===== config.mk =====
export PLATFORM = sky130hd
export DESIGN_NAME = spi_dma_link
export DESIGN_NICKNAME = d
export VERILOG_FILES = /design/src/rtl/spi_dma_pkg.sv /design/src/rtl/spi_dma_fifo.sv /design/src/rtl/spi_dma_txstat.sv /design/src/rtl/spi_dma_rxstat.sv /design/src/rtl/spi_dma_loopback.sv /design/src/rtl/spi_dma_link.sv
export SDC_FILE = /design/constraint.sdc
export NUM_CORES = 1
export LEC_CHECK = 0
export ABC_AREA = 1
export BUFFER_PORTS_ARGS = -buffer_cell sky130_fd_sc_hd__buf_2
export CAP_MARGIN = 20
export CORE_MARGIN = 2
export CORE_UTILIZATION = 45
export DETAILED_ROUTE_END_ITERATION = 12
export PLACE_DENSITY = 0.68
export SYNTH_ARGS = -nofsm -noshare
export SYNTH_HDL_FRONTEND = slang
export SYNTH_HIERARCHICAL = 1
export SYNTH_SLANG_ARGS = --single-unit

===== constraint.sdc =====
create_clock -name clk -period 3.2 [get_ports clk]
set_input_delay 0.16 -clock clk [delete_from_list [all_inputs] [get_ports clk]]
set_output_delay 0.16 -clock clk [all_outputs]
set_load 0.02 [all_outputs]

===== src/rtl/spi_dma_pkg.sv =====
package spi_dma_pkg;

  typedef enum logic [1:0] {
    DEPTH_ONE   = 2'd0,
    DEPTH_BYTES = 2'd1,
    DEPTH_WORDS = 2'd2
  } depth_sel_e;

  function automatic depth_sel_e depth_sel(input logic fifo_on, input logic wide);
    if (!fifo_on)  return DEPTH_ONE;
    else if (wide) return DEPTH_WORDS;
    else           return DEPTH_BYTES;
  endfunction

  function automatic int unsigned depth_of(input depth_sel_e sel, input int unsigned bytes);
    case (sel)
      DEPTH_BYTES: return bytes;
      DEPTH_WORDS: return bytes / 2;
      default:     return 1;
    endcase
  endfunction

endpackage


===== src/rtl/spi_dma_fifo.sv =====
module spi_dma_fifo #(
  parameter int W     = 16,
  parameter int DEPTH = 8,
  localparam int AW   = $clog2(DEPTH),
  localparam int CW   = $clog2(DEPTH + 1)
) (
  input  logic          clk,
  input  logic          rst_n,
  input  logic          flush,
  input  logic [CW-1:0] cap,
  input  logic          push,
  input  logic [W-1:0]  din,
  input  logic          pop,
  output logic [W-1:0]  dout,
  output logic [CW-1:0] count,
  output logic          push_ok,
  output logic          pop_ok,
  output logic          full,
  output logic          empty
);

  logic [W-1:0]  mem [DEPTH];
  logic [AW-1:0] wptr_q, wptr_n;
  logic [AW-1:0] rptr_q, rptr_n;
  logic [CW-1:0] cnt_q, cnt_n;

  assign full    = (cnt_q >= cap);
  assign empty   = (cnt_q == '0);
  assign push_ok = push && !full && !flush;
  assign pop_ok  = pop && !empty && !flush;
  assign dout    = mem[rptr_q];
  assign count   = cnt_q;

  always_comb begin
    wptr_n = wptr_q;
    rptr_n = rptr_q;
    cnt_n  = cnt_q;
    if (flush) begin
      wptr_n = '0;
      rptr_n = '0;
      cnt_n  = '0;
    end else begin
      if (push_ok) wptr_n = wptr_q + AW'(1);
      if (pop_ok)  rptr_n = rptr_q + AW'(1);
      cnt_n = cnt_q + CW'(push_ok) - CW'(pop_ok);
    end
  end

  always_ff @(posedge clk or negedge rst_n) begin
    if (!rst_n) begin
      wptr_q <= '0;
      rptr_q <= '0;
      cnt_q  <= '0;
    end else begin
      wptr_q <= wptr_n;
      rptr_q <= rptr_n;
      cnt_q  <= cnt_n;
    end
  end

  always_ff @(posedge clk) begin
    if (push_ok) mem[wptr_q] <= din;
  end

endmodule


===== src/rtl/spi_dma_txstat.sv =====
module spi_dma_txstat #(
  parameter int CW = 4
) (
  input  logic          clk,
  input  logic          rst_n,
  input  logic          spi_en,
  input  logic          dma_en,
  input  logic          done,
  input  logic          wr_try,
  input  logic          push_ok,
  input  logic          pop_ok,
  input  logic [CW-1:0] count,
  input  logic [CW-1:0] cap,
  output logic          room_flag,
  output logic          req,
  output logic          overflow
);

  logic          room_q, room_n;
  logic          req_q, req_n;
  logic          ovf_q, ovf_n;
  logic [CW-1:0] cnt_after;

  assign cnt_after = count + CW'(push_ok) - CW'(pop_ok);

  always_comb begin
    room_n = room_q;
    ovf_n  = ovf_q;
    if (!spi_en) begin
      room_n = 1'b1;
      ovf_n  = 1'b0;
    end else begin
      if (pop_ok)                           room_n = 1'b1;
      else if (done && (cnt_after == cap))  room_n = 1'b0;
      if (wr_try && !push_ok)               ovf_n  = 1'b1;
    end
    req_n = dma_en && spi_en && room_n;
  end

  always_ff @(posedge clk or negedge rst_n) begin
    if (!rst_n) begin
      room_q <= 1'b1;
      req_q  <= 1'b0;
      ovf_q  <= 1'b0;
    end else begin
      room_q <= room_n;
      req_q  <= req_n;
      ovf_q  <= ovf_n;
    end
  end

  assign room_flag = room_q;
  assign req       = req_q;
  assign overflow  = ovf_q;

endmodule


===== src/rtl/spi_dma_rxstat.sv =====
module spi_dma_rxstat #(
  parameter int CW = 4
) (
  input  logic          clk,
  input  logic          rst_n,
  input  logic          spi_en,
  input  logic          dma_en,
  input  logic          done,
  input  logic          push_ok,
  input  logic          pop_ok,
  input  logic [CW-1:0] count,
  output logic          data_flag,
  output logic          req
);

  logic          data_q, data_n;
  logic          req_q, req_n;
  logic [CW-1:0] cnt_after;

  assign cnt_after = count + CW'(push_ok) - CW'(pop_ok);

  always_comb begin
    data_n = data_q;
    if (!spi_en)                           data_n = 1'b0;
    else if (push_ok)                      data_n = 1'b1;
    else if (done && (cnt_after == '0))    data_n = 1'b0;
    req_n = dma_en && spi_en && data_n;
  end

  always_ff @(posedge clk or negedge rst_n) begin
    if (!rst_n) begin
      data_q <= 1'b0;
      req_q  <= 1'b0;
    end else begin
      data_q <= data_n;
      req_q  <= req_n;
    end
  end

  assign data_flag = data_q;
  assign req       = req_q;

endmodule


===== src/rtl/spi_dma_loopback.sv =====
module spi_dma_loopback #(
  parameter int W = 16
) (
  input  logic         spi_en,
  input  logic         tick,
  input  logic         src_empty,
  input  logic         dst_full,
  input  logic [W-1:0] src_data,
  output logic         move,
  output logic [W-1:0] dst_data
);

  assign move     = spi_en && tick && !src_empty && !dst_full;
  assign dst_data = src_data;

endmodule


===== src/rtl/spi_dma_link.sv =====
module spi_dma_link
  import spi_dma_pkg::*;
#(
  parameter int BYTE_W     = 8,
  parameter int FIFO_BYTES = 8,
  localparam int DATA_W    = 2 * BYTE_W,
  localparam int CNT_W     = $clog2(FIFO_BYTES + 1)
) (
  input  logic              clk,
  input  logic              rst_n,
  input  logic              spi_en,
  input  logic              fifo_mode,
  input  logic              wide_mode,
  input  logic              tx_dma_en,
  input  logic              rx_dma_en,
  input  logic              wr_valid,
  input  logic [DATA_W-1:0] wr_data,
  input  logic              tx_done,
  input  logic              rd_strobe,
  output logic [DATA_W-1:0] rd_data,
  input  logic              rx_done,
  input  logic              shift_tick,
  output logic              tx_req,
  output logic              rx_req,
  output logic              tx_empty,
  output logic              rx_full,
  output logic              tx_overflow,
  output logic [CNT_W-1:0]  tx_count,
  output logic [CNT_W-1:0]  rx_count
);

  depth_sel_e        sel;
  logic [CNT_W-1:0]  cap;
  logic              flush;
  logic [DATA_W-1:0] wr_masked;

  logic              tx_push_ok, tx_pop_ok, tx_full_q, tx_empty_q;
  logic [DATA_W-1:0] tx_head;
  logic              rx_push_ok, rx_pop_ok, rx_full_q, rx_empty_q;
  logic [DATA_W-1:0] rx_head, rx_in;
  logic              move;

  assign sel   = depth_sel(fifo_mode, wide_mode);
  assign cap   = CNT_W'(depth_of(sel, FIFO_BYTES));
  assign flush = !spi_en;

  generate
    if (BYTE_W < DATA_W) begin : g_mask
      assign wr_masked = wide_mode ? wr_data : {{(DATA_W-BYTE_W){1'b0}}, wr_data[BYTE_W-1:0]};
    end else begin : g_nomask
      assign wr_masked = wr_data;
    end
  endgenerate

  spi_dma_fifo #(.W(DATA_W), .DEPTH(FIFO_BYTES)) u_txq (
    .clk     (clk),
    .rst_n   (rst_n),
    .flush   (flush),
    .cap     (cap),
    .push    (wr_valid),
    .din     (wr_masked),
    .pop     (move),
    .dout    (tx_head),
    .count   (tx_count),
    .push_ok (tx_push_ok),
    .pop_ok  (tx_pop_ok),
    .full    (tx_full_q),
    .empty   (tx_empty_q)
  );

  spi_dma_loopback #(.W(DATA_W)) u_loop (
    .spi_en   (spi_en),
    .tick     (shift_tick),
    .src_empty(tx_empty_q),
    .dst_full (rx_full_q),
    .src_data (tx_head),
    .move     (move),
    .dst_data (rx_in)
  );

  spi_dma_fifo #(.W(DATA_W), .DEPTH(FIFO_BYTES)) u_rxq (
    .clk     (clk),
    .rst_n   (rst_n),
    .flush   (flush),
    .cap     (cap),
    .push    (move),
    .din     (rx_in),
    .pop     (rd_strobe),
    .dout    (rx_head),
    .count   (rx_count),
    .push_ok (rx_push_ok),
    .pop_ok  (rx_pop_ok),
    .full    (rx_full_q),
    .empty   (rx_empty_q)
  );

  assign rd_data = rx_empty_q ? '0 : rx_head;

  spi_dma_txstat #(.CW(CNT_W)) u_txstat (
    .clk      (clk),
    .rst_n    (rst_n),
    .spi_en   (spi_en),
    .dma_en   (tx_dma_en),
    .done     (tx_done),
    .wr_try   (wr_valid && spi_en),
    .push_ok  (tx_push_ok),
    .pop_ok   (tx_pop_ok),
    .count    (tx_count),
    .cap      (cap),
    .room_flag(tx_empty),
    .req      (tx_req),
    .overflow (tx_overflow)
  );

  spi_dma_rxstat #(.CW(CNT_W)) u_rxstat (
    .clk      (clk),
    .rst_n    (rst_n),
    .spi_en   (spi_en),
    .dma_en   (rx_dma_en),
    .done     (rx_done),
    .push_ok  (rx_push_ok),
    .pop_ok   (rx_pop_ok),
    .count    (rx_count),
    .data_flag(rx_full),
    .req      (rx_req)
  );

endmodule


==> metrics.txt <==
status finished, final reports clean; Setup crit start kind flop; Layout fillers 2428; CTS tree yes; Critical Path Max Stage Delay 0.49 ns; Max-slew headroom 52.8%; metal2 WL 13400 µm; Pwr Density 699 nW/µm²; post-route minimum period 3.15 ns; Max Used Layer met4; Layout Nets 1337; Site Rows 61; routability cong. 0.806; vias per cell 5.03; RSZ-0062 raised after global routing yes; Slew Limit Fails 0; clk sinks 281; vias in the first global route 7936; mean post-synth cell area 10.7 µm²; measured slew at the worst slew-check pin 0.707 ns; Initial DRT Pass Iterations 7; Avg WL per Cell 15.9 µm; pin count of the biggest net entering global routing 67; Clk pin slew, worst setup/hold paths 0.06 ns; worst-path maximum fanout 3; maximum clock frequency 318 MHz; Worst Setup End Kind flop; critical path class flop to flop; met3 wire len 1290 µm; drt drc 0; length of routed wiring on met1 11400 µm; WP data arrival 3.57 ns; routed wire length 26600 µm; VDD IR max 0.400 mV; CP max stage cell fa_1; Non-Filler Instances 1672; Tcrit/Tclk final 98.3%; number of port buffers 56; Hold WC Path Type input port to flop; Tot Pwr 10.1 mW; static leakage 5.69 nW; GRT Overall Usage 18.2%; DIE HEIGHT 172 µm; htree depth 1; HPWL Detailed 15300 µm; Final Hold Viols 0; area grow syn2layout 13.5%; first-pass GRT wire length 41700 µm; Core Util, Final 51.9%; Mapped Area 12700 µm²; initial antenna violation count 0; DIE AREA 29700 µm²; WP data required 3.62 ns; Vias 8417; Top Ports 57; Post-DRT Antenna Nets 0; DP Cell Count 1602; Clock Skews 0.0131 ns; first-iteration detailed-routing DRC count 790; max-cap violation count 0; GRT overflow 0; final setup vio count 0; share of cells above drive strength 1 14.2%; Longest Clk Path Bufs 3; Root Driver clkbuf_16; chip width 172 µm; core area 27900 µm²; Cell Chain, Critical Path inv_2 > ha_4 > o21ai_2 > nand2_1 > nand2_2 > nand2_1 > inv_1 > nand2_2 > nor2_4 > nand2_2 > nor2_4 > ha_1 > inv_1 > ha_2 > inv_2 > fa_1 > nand2_1 > nand2_1 > nand3_1 > nor2_1 > nand3_1 > nand2_2 > a21oi_2; ANT cells 0; CTS buffer count 29; Synth Warn # 6; clk_lat worst skew 0.54 ns; Starting Density 45.7%; synthesized instance count 1192
==> path summary, 6_finish.rpt <==
check | start | cells after the start | slack, ns | to
max reg2reg | u_rxq/count[0] | 23 | 0.05 | u_txstat/req
min in group asynchronous | rst_n | 2 | 0.17 | u_txq/count[2]
max | u_rxq/count[0] | 23 | 0.05 | u_txstat/req
max in group asynchronous | rst_n | 2 | 2.59 | u_rxq/rptr_q[0]
min | wr_valid | 5 | 0.04 | u_txstat/overflow
min reg2reg | u_txstat/room_flag | 2 | 0.48 | u_txstat/room_flag
==> layer usage <==
metal,vias up,track usage [%]
met5,-,0
met4,0,5.26
met3,47,2.40
met2,205,31.7
met1,4027,24.1
li1,4138,-
==> timing repair <==
item,4_1_cts,5_1_grt
setup endpoints to repair,0,4
gates resized for setup,0,12
hold buffers,14,0
endpoints found under the hold margin,95,0
setup buffers,0,6
==> where the power goes <==
part           internal (mW)  switching (mW)  total, mW
clock                   1.82            1.33       3.15
combinational          0.867            1.73       2.59
sequential              4.27           0.105       4.38
total                   6.96            3.16       10.1
==> metrics by stage <==
stage / area, µm² / setup WS [ns] / TNS [ns] / hold WS, ns
3_3_place_gp: 13300 / 0.0211 / 0 / 0.208
2_1_floorplan: 12800 / 0.00429 / 0 / -0.136
4_1_cts: 14400 / 0.00249 / 0 / 0.0289
3_5_place_dp: 13300 / -0.0694 / -0.193 / 0.213
6_report: 14500 / 0.0545 / 0 / 0.0400
5_1_grt: 14500 / -0.164 / -0.524 / 0.0865
==> cell usage in the layout, fill, tap and decap left out, drive strengths merged <==
cell	count
clkinvlp	3
xnor2	4
a21oi	6
nor2	255
dlygate4sd3	14
fa	4
or2	2
dfrtp	24
nand3b	2
dfstp	1
nor3	2
o21ai	196
bufinv	2
nand2	191
inv	105
nand3	31
ha	30
a21o	2
clkinv	13
buf	106
conb	4
a21boi	1
nand4	4
clkbuf	36
edfxtp	256
==> final cells by class <==
type | count | area, µm² | share of cell area (%)
Multi-Input combinational cell | 734 | 3570 | 24.7
Clock inverter | 14 | 125 | 0.865
Clock buffer | 36 | 752 | 5.20
Tap cell | 378 | 473 | 3.27
Inverter | 109 | 414 | 2.86
Sequential cell | 281 | 8320 | 57.5
Timing Repair Buffer | 120 | 808 | 5.59
==> flip-flops by register name, summed over array words and instances (netlist names) <==
register and flops:
u_txq/wptr_q 3, u_rxq/count 4, u_txq/count 4, u_rxstat/req 1
u_rxstat/data_flag 1, u_txstat/room_flag 1, u_rxq/rptr_q 3, u_txq/mem 128
u_rxq/wptr_q 3, u_txstat/req 1, u_txq/rptr_q 3, u_txstat/overflow 1
u_rxq/mem 128
==> critical path, delay by kind of cell, from the launching register on <==
kind | cells | cell delay (ns)
flip-flops | 1 | 0.41
AND/OR/NAND/NOR | 13 | 1.12
buffers and inverters | 4 | 0.24
adder cells (fa/ha/maj) | 4 | 1.09
AO/OA/AOI/OAI | 2 | 0.18
(Power assumes the default switching activity.)
